**src/rtl/i2c_flag_pkg.sv**
```systemverilog
package i2c_flag_pkg;
  localparam int unsigned REG_W  = 8;
  localparam int unsigned SEL_W  = $clog2(REG_W);
  localparam int unsigned B_FAIL = 7;
  localparam int unsigned B_BUSY = 6;
  localparam int unsigned B_STEN = 1;
  localparam int unsigned B_RSV  = 0;
  localparam int unsigned CFG_N  = 2;  // lockable config bits live at [CFG_N-1:0]

  typedef struct packed {
    logic [CFG_N-1:0] we;
    logic [CFG_N-1:0] val;
  } cfg_wr_t;

  // Per-bit write enables and values for the lockable config bits.
  function automatic cfg_wr_t decode_cfg_wr(
    input logic             wr,
    input logic             locked,
    input logic             bit_mode,
    input logic [SEL_W-1:0] sel,
    input logic [CFG_N-1:0] dat_lo,
    input logic             dat_bit
  );
    cfg_wr_t r;
    for (int b = 0; b < CFG_N; b++) begin
      r.we[b]  = wr && !locked && (!bit_mode || (sel == SEL_W'(b)));
      r.val[b] = bit_mode ? dat_bit : dat_lo[b];
    end
    return r;
  endfunction
endpackage

```
**src/rtl/i2c_bus_busy_trk.sv**
```systemverilog
module i2c_bus_busy_trk (
  input  logic clk_i,
  input  logic rst_ni,
  input  logic ctrl_en_i,
  input  logic start_det_i,
  input  logic stop_det_i,
  input  logic start_en_i,
  output logic busy_o
);
  logic en_q, busy_q, en_rise;

  assign en_rise = ctrl_en_i && !en_q;

  always_ff @(posedge clk_i or negedge rst_ni) begin
    if (!rst_ni) begin
      en_q   <= 1'b0;
      busy_q <= 1'b0;
    end else begin
      en_q <= ctrl_en_i;
      if (stop_det_i)                   busy_q <= 1'b0;  // stop wins
      else if (start_det_i)             busy_q <= 1'b1;
      else if (en_rise && !start_en_i)  busy_q <= 1'b1;
    end
  end

  assign busy_o = busy_q;

  p_busy_set_r3: assert property (@(posedge clk_i) disable iff (!rst_ni)
    start_det_i && !stop_det_i |=> busy_o);
  p_stop_clr_r4: assert property (@(posedge clk_i) disable iff (!rst_ni)
    stop_det_i |=> !busy_o);
  p_en_rise_r5: assert property (@(posedge clk_i) disable iff (!rst_ni)
    ctrl_en_i && !en_q && !start_en_i && !stop_det_i |=> busy_o);
  p_en_rise_hold_r6: assert property (@(posedge clk_i) disable iff (!rst_ni)
    ctrl_en_i && !en_q && start_en_i && !stop_det_i && !start_det_i |=> $stable(busy_o));
endmodule

```
**src/rtl/i2c_cfg_bits.sv**
```systemverilog
module i2c_cfg_bits
  import i2c_flag_pkg::*;
(
  input  logic    clk_i,
  input  logic    rst_ni,
  input  logic    ctrl_en_i,
  input  logic    start_det_i,
  input  cfg_wr_t wr_i,
  output logic    start_en_o,
  output logic    rsv_dis_o
);
  logic [CFG_N-1:0] cfg_q;

  for (genvar b = 0; b < CFG_N; b++) begin : g_cfg
    if (b == B_STEN) begin : g_sten
      always_ff @(posedge clk_i or negedge rst_ni) begin
        if (!rst_ni)          cfg_q[b] <= 1'b0;
        else if (start_det_i) cfg_q[b] <= 1'b0;  // one-shot, hw wins
        else if (wr_i.we[b])  cfg_q[b] <= wr_i.val[b];
      end
    end else begin : g_plain
      always_ff @(posedge clk_i or negedge rst_ni) begin
        if (!rst_ni)         cfg_q[b] <= 1'b0;
        else if (wr_i.we[b]) cfg_q[b] <= wr_i.val[b];
      end
    end
  end

  assign start_en_o = cfg_q[B_STEN];
  assign rsv_dis_o  = cfg_q[B_RSV];

  p_sten_clr_r7: assert property (@(posedge clk_i) disable iff (!rst_ni)
    start_det_i |=> !start_en_o);
  p_sten_lock_r10: assert property (@(posedge clk_i) disable iff (!rst_ni)
    ctrl_en_i && !start_det_i |=> $stable(start_en_o));
  p_rsv_lock_r10: assert property (@(posedge clk_i) disable iff (!rst_ni)
    ctrl_en_i |=> $stable(rsv_dis_o));
endmodule

```
**src/rtl/i2c_start_fail_flag.sv**
```systemverilog
module i2c_start_fail_flag (
  input  logic clk_i,
  input  logic rst_ni,
  input  logic start_not_issued_i,
  input  logic rsv_dis_i,
  input  logic start_req_wr_i,
  input  logic start_req_wdata_i,
  output logic fail_o
);
  logic fail_q, set_ev, clr_ev;

  assign set_ev = start_not_issued_i && rsv_dis_i;
  assign clr_ev = start_req_wr_i && start_req_wdata_i;

  always_ff @(posedge clk_i or negedge rst_ni) begin
    if (!rst_ni)     fail_q <= 1'b0;
    else if (set_ev) fail_q <= 1'b1;  // set beats clear
    else if (clr_ev) fail_q <= 1'b0;
  end

  assign fail_o = fail_q;

  p_fail_set_r8: assert property (@(posedge clk_i) disable iff (!rst_ni)
    start_not_issued_i && rsv_dis_i |=> fail_o);
  p_fail_ign_r8: assert property (@(posedge clk_i) disable iff (!rst_ni)
    !rsv_dis_i && !(start_req_wr_i && start_req_wdata_i) |=> $stable(fail_o));
  p_fail_clr_r9: assert property (@(posedge clk_i) disable iff (!rst_ni)
    start_req_wr_i && start_req_wdata_i && !(start_not_issued_i && rsv_dis_i) |=> !fail_o);
endmodule

```
**src/rtl/i2c_busflag_reg.sv**
```systemverilog
module i2c_busflag_reg
  import i2c_flag_pkg::*;
(
  input  logic             clk_i,
  input  logic             rst_ni,
  input  logic             ctrl_en_i,
  input  logic             start_det_i,
  input  logic             stop_det_i,
  input  logic             start_not_issued_i,
  input  logic             start_req_wr_i,
  input  logic             start_req_wdata_i,
  input  logic             wr_en_i,
  input  logic             wr_bit_mode_i,
  input  logic [SEL_W-1:0] wr_bit_sel_i,
  input  logic [REG_W-1:0] wr_data_i,
  output logic [REG_W-1:0] rd_data_o,
  output logic             bus_busy_o,
  output logic             start_fail_o,
  output logic             start_en_o,
  output logic             rsv_dis_o,
  output logic             start_permit_o
);
  cfg_wr_t cfg_wr;
  logic    unused_wdata;

  assign unused_wdata = ^wr_data_i[REG_W-1:CFG_N];

  assign cfg_wr = decode_cfg_wr(wr_en_i, ctrl_en_i, wr_bit_mode_i, wr_bit_sel_i,
                                wr_data_i[CFG_N-1:0], wr_data_i[0]);

  i2c_bus_busy_trk u_busy (
    .clk_i      (clk_i),
    .rst_ni     (rst_ni),
    .ctrl_en_i  (ctrl_en_i),
    .start_det_i(start_det_i),
    .stop_det_i (stop_det_i),
    .start_en_i (start_en_o),
    .busy_o     (bus_busy_o)
  );

  i2c_cfg_bits u_cfg (
    .clk_i      (clk_i),
    .rst_ni     (rst_ni),
    .ctrl_en_i  (ctrl_en_i),
    .start_det_i(start_det_i),
    .wr_i       (cfg_wr),
    .start_en_o (start_en_o),
    .rsv_dis_o  (rsv_dis_o)
  );

  i2c_start_fail_flag u_fail (
    .clk_i             (clk_i),
    .rst_ni            (rst_ni),
    .start_not_issued_i(start_not_issued_i),
    .rsv_dis_i         (rsv_dis_o),
    .start_req_wr_i    (start_req_wr_i),
    .start_req_wdata_i (start_req_wdata_i),
    .fail_o            (start_fail_o)
  );

  always_comb begin
    rd_data_o         = '0;
    rd_data_o[B_FAIL] = start_fail_o;
    rd_data_o[B_BUSY] = bus_busy_o;
    rd_data_o[B_STEN] = start_en_o;
    rd_data_o[B_RSV]  = rsv_dis_o;
  end

  assign start_permit_o = !bus_busy_o || start_en_o;

  // Status bits take no software write.
  p_ro_fail_r10: assert property (@(posedge clk_i) disable iff (!rst_ni)
    wr_en_i && !start_not_issued_i && !start_req_wr_i |=> $stable(start_fail_o));
  p_ro_busy_r10: assert property (@(posedge clk_i) disable iff (!rst_ni)
    wr_en_i && !start_det_i && !stop_det_i && $stable(ctrl_en_i) |=> $stable(bus_busy_o));
endmodule

```
**config.mk**
```make
export PLATFORM = sky130hd
export DESIGN_NAME = i2c_busflag_reg
export DESIGN_NICKNAME = d
export VERILOG_FILES = /design/src/rtl/i2c_flag_pkg.sv /design/src/rtl/i2c_bus_busy_trk.sv /design/src/rtl/i2c_cfg_bits.sv /design/src/rtl/i2c_start_fail_flag.sv /design/src/rtl/i2c_busflag_reg.sv
export SDC_FILE = /design/constraint.sdc
export NUM_CORES = 1
export LEC_CHECK = 0
export ABC_AREA = 1
export ABC_CLOCK_PERIOD_IN_PS = 1400
export BUFFER_PORTS_ARGS = -buffer_cell sky130_fd_sc_hd__buf_4
export CAP_MARGIN = 10
export CORE_AREA = 2 2 39 41
export DETAILED_ROUTE_END_ITERATION = 12
export DIE_AREA = 0 0 41 43
export PLACE_DENSITY = 0.57
export REMOVE_ABC_BUFFERS = 1
export SYNTH_ARGS = -nofsm -noshare
export SYNTH_HDL_FRONTEND = slang
export SYNTH_HIERARCHICAL = 1
export SYNTH_SLANG_ARGS = --single-unit
```
**constraint.sdc**
```tcl
create_clock -name clk_i -period 1.4 [get_ports clk_i]
set_input_delay 0.07 -clock clk_i [delete_from_list [all_inputs] [get_ports clk_i]]
set_output_delay 0.07 -clock clk_i [all_outputs]
set_load 0.03 [all_outputs]
```
==> metrics.cfg, run 1 <==
[final_layout]
final_cell_area_sq_um=513
syn_to_final_growth_pct=64.0
fin_nets=91
num-fill-cells=156
post_route_cells_drive_above_1_share_pct=39.1
diodes=0

[timing]
finClkSkew_ns=0.00208
setup_viol_count_final=0
slew_viol_final=0
final.setup.tns_ns=0
timing_hold_violations_final=0
final_min_period_over_clock_period_pct=75.9
rsz0062_at_grt=false
max_freq_mhz=941
min_period_ns=1.06

[floorplanning]
die_h_um=43
start_util_pct=22.6
die_width_um=41
floorplan.io_pins=34
rows=14
dieArea_sq_um=1760
coreArea_sq_um=1380

[cts]
cts_made_buffers=3
worst_setup_hold_path_clk_slew_ns=0.04
tritoncts_num_sinks=5
cts_max_level=1
cts_buffer_depth=2
post_cts_resize_count=0
clock_latency_ns=0.24
cts_root_buf=clkbuf_4
cts_tree=done

[route]
routed_wire_length_per_instance_um=7.25
drt.antenna.violating_nets=0
dr_total_vias=310
drt-vias-per-instance=3.65
drt_first_iter_violations=3
wl_um=616
post-route-drc-count=0
dr.pass1.iters=4

[hold_path]
worst_hold_path_type=in -> reg

[yosys]
yosys_warnings=6
netlist-cell-type-count=10
synth_most_common_cell=nand2_1
synth_area_leaders=dfrtp_1 40%, buf_4 19%, nand2_1 14%
postSynth.topFlopCell=dfrtp_1
synthDominantAreaCellType=dfrtp_1
synth-async-reset-ratio_pct=100
post_synth_instance_area_sq_um=313
synth-edff-count=0
yosys_register_bits=5
postSynthCellCount=44
yosys.area.top_type_share_pct=40.0
avgSynthCellArea_sq_um=7.11
netlist_top_cells_count=12 x nand2_1, 8 x buf_4, 8 x inv_1
seq_area_frac_synth_pct=40.0

[power]
p_leak_nw=0.291
power.share.combinational_pct=36.5
power.density_nw_per_um2=1040
ir_worst_vdd_mv=0.276
p_int_mw=0.349
swShare_pct=34.7
share_clk_of_total_power_pct=30.9
netSwitchingPower_mw=0.186
fraction_of_power_consumed_by_sequential_logic_pct=32.6

[critical_path]
worstPathCellList=dlygate4sd3_1, buf_4, inv_1, nand2_1, a21oi_1, nor2_1, nand2_1, nand2_1
startpoint_class=input port
worstPathRequired_ns=1.53
max_stage_delay_cell_worst_path=dlygate4sd3_1
timing.critical_path.to_type=register
timing.critical_path.mode_cell=nand2_1
crit_path_max_incr_delay_ns=0.54
worst-setup-path-type=in -> reg
critical_path.max_fanout=3
cp.arrival_ns=1.19

[global_routing]
antenna_found_initial=0
global_route.overflow_total=0
grt_first_pass_wirelength_um=917
grt_start_max_net_pins=6
number_of_global_route_vias_before_repair=240
grt.total_usage_pct=8.88

[status]
status=finished, final reports clean

[place]
placement.io_buffers=23
place.gp.congestion=0.641
postPlaceCellArea_sq_um=457
detailed_place_hpwl_um=504

[job]
cap_violations=0

[logic make-up (layout without fill, tap and decap cells)]
logic type / count (synthesis) / count (layout) / share of synthesized area (%)
simple gates: 17 / 17 / 22.0
other cells: 1 / 4 / 1.20
compound gates: 5 / 5 / 8.00
buf+inv: 16 / 38 / 28.8
flops: 5 / 5 / 40.0
[cells in the final DEF, fill, tap and decap left out]
cell,n
nand2_1,12
inv_1,8
o21ai_0,2
clkbuf_1,1
buf_4,23
conb_1,4
dlygate4sd3_1,3
nor2_2,1
nor2_1,2
nand3_1,2
a21oi_1,3
clkbuf_4,3
dfrtp_1,5
[worst max-delay path: cells and delay by family]
kind / cells / cell delay [ns]
buf+inv: 3 / 0.73
simple gates: 4 / 0.22
compound gates: 1 / 0.17
[area by class of cell]
| type | instances | area (sq um) | area share [%] |
|---|---|---|---|
| timing repair buffer | 26 | 203 | 39.5 |
| inverter | 8 | 30.0 | 5.85 |
| multi-input combinational | 26 | 109 | 21.2 |
| sequential | 5 | 125 | 24.4 |
| clock buffer | 4 | 26.3 | 5.12 |
| tap | 16 | 20.0 | 3.90 |
[through the flow]
step                      power [mW]  setup slack [ns]  util, %  instances  hold WS, ns
final                          0.534             0.337     37.1         85       0.0322
after global routing           0.572             0.264     37.1         85       0.0316
after CTS                      0.547             0.338     37.1         85       0.0256
after detailed placement       0.367             0.587     33.0         78       -0.126
after global placement         0.365             0.601     33.0         78       -0.126
after floorplan                0.277             0.322        -         39       -0.226
[timing repair]
| item | in CTS | in global routing |
|---|---|---|
| endpoints found under the setup margin | 0 | 0 |
| hold buffers | 3 | 0 |
| setup buffers | 0 | 0 |
| hold endpoints to repair | 7 | 0 |
[power groups by stage]
stage | Combinational, mW | Clock [mW] | Sequential, mW
finish | 0.195 | 0.165 | 0.174
global placement | 0.189 | 0 | 0.176
CTS | 0.197 | 0.175 | 0.175
floorplan | 0.0431 | 0 | 0.234
detailed placement | 0.190 | 0 | 0.177
global route | 0.211 | 0.184 | 0.178
[per-layer routing]
| metal | wire length [um] | track usage [%] |
|---|---|---|
| met1 | 261 | 9.48 |
| met2 | 271 | 10.0 |
| met3 | 64 | 3.14 |
| met4 | 19 | 14.0 |
| met5 | 0 | 0 |
[flip-flops by register name, summed over array words and instances, names as in the netlist]
| signal | cells |
|---|---|
| u_fail/fail_o | 1 |
| u_cfg/start_en_o | 1 |
| u_busy/busy_o | 1 |
| u_busy/en_q | 1 |
| u_cfg/rsv_dis_o | 1 |
[path summary, 6_finish.rpt]
path / cells past startpoint / slack [ns] / start / endpoint
max: 8 / 0.34 / ctrl_en_i / u_cfg/start_en_o
min: 3 / 0.03 / start_not_issued_i / u_fail/fail_o
max reg2reg: 3 / 0.67 / u_cfg/start_en_o / u_busy/busy_o
min reg2reg: 2 / 0.50 / u_fail/fail_o / u_fail/fail_o
max in group asynchronous: 2 / 1.13 / rst_ni / u_busy/en_q
min in group asynchronous: 2 / 0.17 / rst_ni / u_busy/busy_o
Power figures use the tool's default switching activity.
==> run 2, diff against run 1 <==
- ABC_CLOCK_PERIOD_IN_PS: 1400 -> 1100
- clock period: 1.4 -> 1.1 ns (I/O delays scaled with it)
==> metrics.cfg, run 2 (synthesized netlist as in run 1, its figures left out) <==
[route]
wl_um=619
post-route-drc-count=0
dr.pass1.iters=3
routed_wire_length_per_instance_um=7.28
drt-vias-per-instance=3.65
dr_total_vias=310
drt_first_iter_violations=3
drt.antenna.violating_nets=0

[critical_path]
critical_path.max_fanout=3
timing.critical_path.mode_cell=nand2_1
cp.arrival_ns=1.13
crit_path_max_incr_delay_ns=0.54
r2r_cells=3
critical_path.reg2reg.startpoint=u_cfg/start_en_o
timing.critical_path.to_type=register
startpoint_class=input port
worstPathRequired_ns=1.23
cp-startpoint=ctrl_en_i
worst-setup-path-type=in -> reg
max_stage_delay_cell_worst_path=dlygate4sd3_1
worstPathCellList=dlygate4sd3_1, buf_4, inv_1, nand2_1, a21oi_2, nor2_1, nand2_1, nand2_1
rrSetupSlack_ns=0.37

[global_routing]
antenna_found_initial=0
grt.total_usage_pct=8.88
number_of_global_route_vias_before_repair=240
global_route.overflow_total=0
grt_first_pass_wirelength_um=917
grt_start_max_net_pins=6

[power]
ir_worst_vdd_mv=0.351
power.density_nw_per_um2=1320
p_leak_nw=0.291

[timing]
finClkSkew_ns=0.00208
rsz0062_at_grt=false
final.setup.tns_ns=0
slew_viol_final=0
timing_hold_violations_final=0
max_freq_mhz=997
min_period_ns=1.00
final_min_period_over_clock_period_pct=91.2
setup_viol_count_final=0

[cts]
cts_tree=done
clock_latency_ns=0.24
cts_max_level=1
cts.repair_timing.setup_buffer_count=0
tritoncts_num_sinks=5
cts_buffer_depth=2
worst_setup_hold_path_clk_slew_ns=0.04
cts_root_buf=clkbuf_4
cts_made_buffers=3

[job]
cap_violations=0

[hold_path]
worst_hold_path_type=in -> reg
worst_hold_path.num_cells=3
worstHoldStart=start_not_issued_i

[floorplanning]
start_util_pct=22.6
die_width_um=41
die_h_um=43
coreArea_sq_um=1380
rows=14
floorplan.io_pins=34
dieArea_sq_um=1760

[final_layout]
layoutNonFillerInstCount=85
num-fill-cells=156
fin_nets=91
final_cell_mix=23 x buf_4, 12 x nand2_1, 8 x inv_1
syn_to_final_growth_pct=65.2
post-route-util_pct=37.3
final_cell_area_sq_um=517
diodes=0
layout.cells.most_common=buf_4
post_route_cells_drive_above_1_share_pct=40.6

[place]
place.gp.congestion=0.641
placement.io_buffers=23
postPlaceCellArea_sq_um=457
detailed_place_hpwl_um=504
place_inst=78

[status]
status=finished, final reports clean

==> run 2: what timing repair did <==
item                                   CTS  global route
endpoints found under the hold margin    7             0
setup endpoints to repair                0             1
hold buffers                             3             0
resized for setup                        0             1
==> run 2: layout make-up <==
type	instances	area [sq um]	share of cell area, %
Sequential cell	5	125	24.2
Tap cell	16	20.0	3.87
Multi-Input combinational cell	26	113	21.8
Clock buffer	4	26.3	5.08
Inverter	8	30.0	5.81
Timing Repair Buffer	26	203	39.2
==> run 2: final timing paths <==
kind / to
max reg2reg: u_busy/busy_o
max in group asynchronous: u_busy/en_q
min in group asynchronous: u_busy/busy_o
min reg2reg: u_fail/fail_o
max: u_cfg/start_en_o
min: u_fail/fail_o
==> run 2: layer usage <==
metal / routed length (um) / global-route usage (%) / share of wire (%)
met3: 64 / 3.14 / 10
met2: 271 / 10.0 / 44
met1: 263 / 9.48 / 42
met4: 19 / 14.0 / 3.1
met5: 0 / 0 / 0
==> run 2: worst max-delay path: cells and delay by family <==
| family | cells | cell delay, ns |
|---|---|---|
| AO/OA/AOI/OAI | 1 | 0.13 |
| buffers and inverters | 3 | 0.73 |
| AND/OR/NAND/NOR | 4 | 0.22 |
==> run 2: through the flow <==
stage               hold slack [ns]  total power, mW  worst slack (ns)
detailed placement           -0.141            0.467             0.302
finish                       0.0172            0.681            0.0972
global route                 0.0166            0.730            0.0197
CTS                          0.0106            0.696            0.0525
floorplan                    -0.241            0.352            0.0365
global placement             -0.141            0.465             0.316
==> run 2: power breakdown <==
part	total (mW)	switching, mW	internal, mW
registers	0.222	0.0169	0.205
logic	0.250	0.147	0.102
clock network	0.210	0.0728	0.137
total	0.681	0.237	0.444
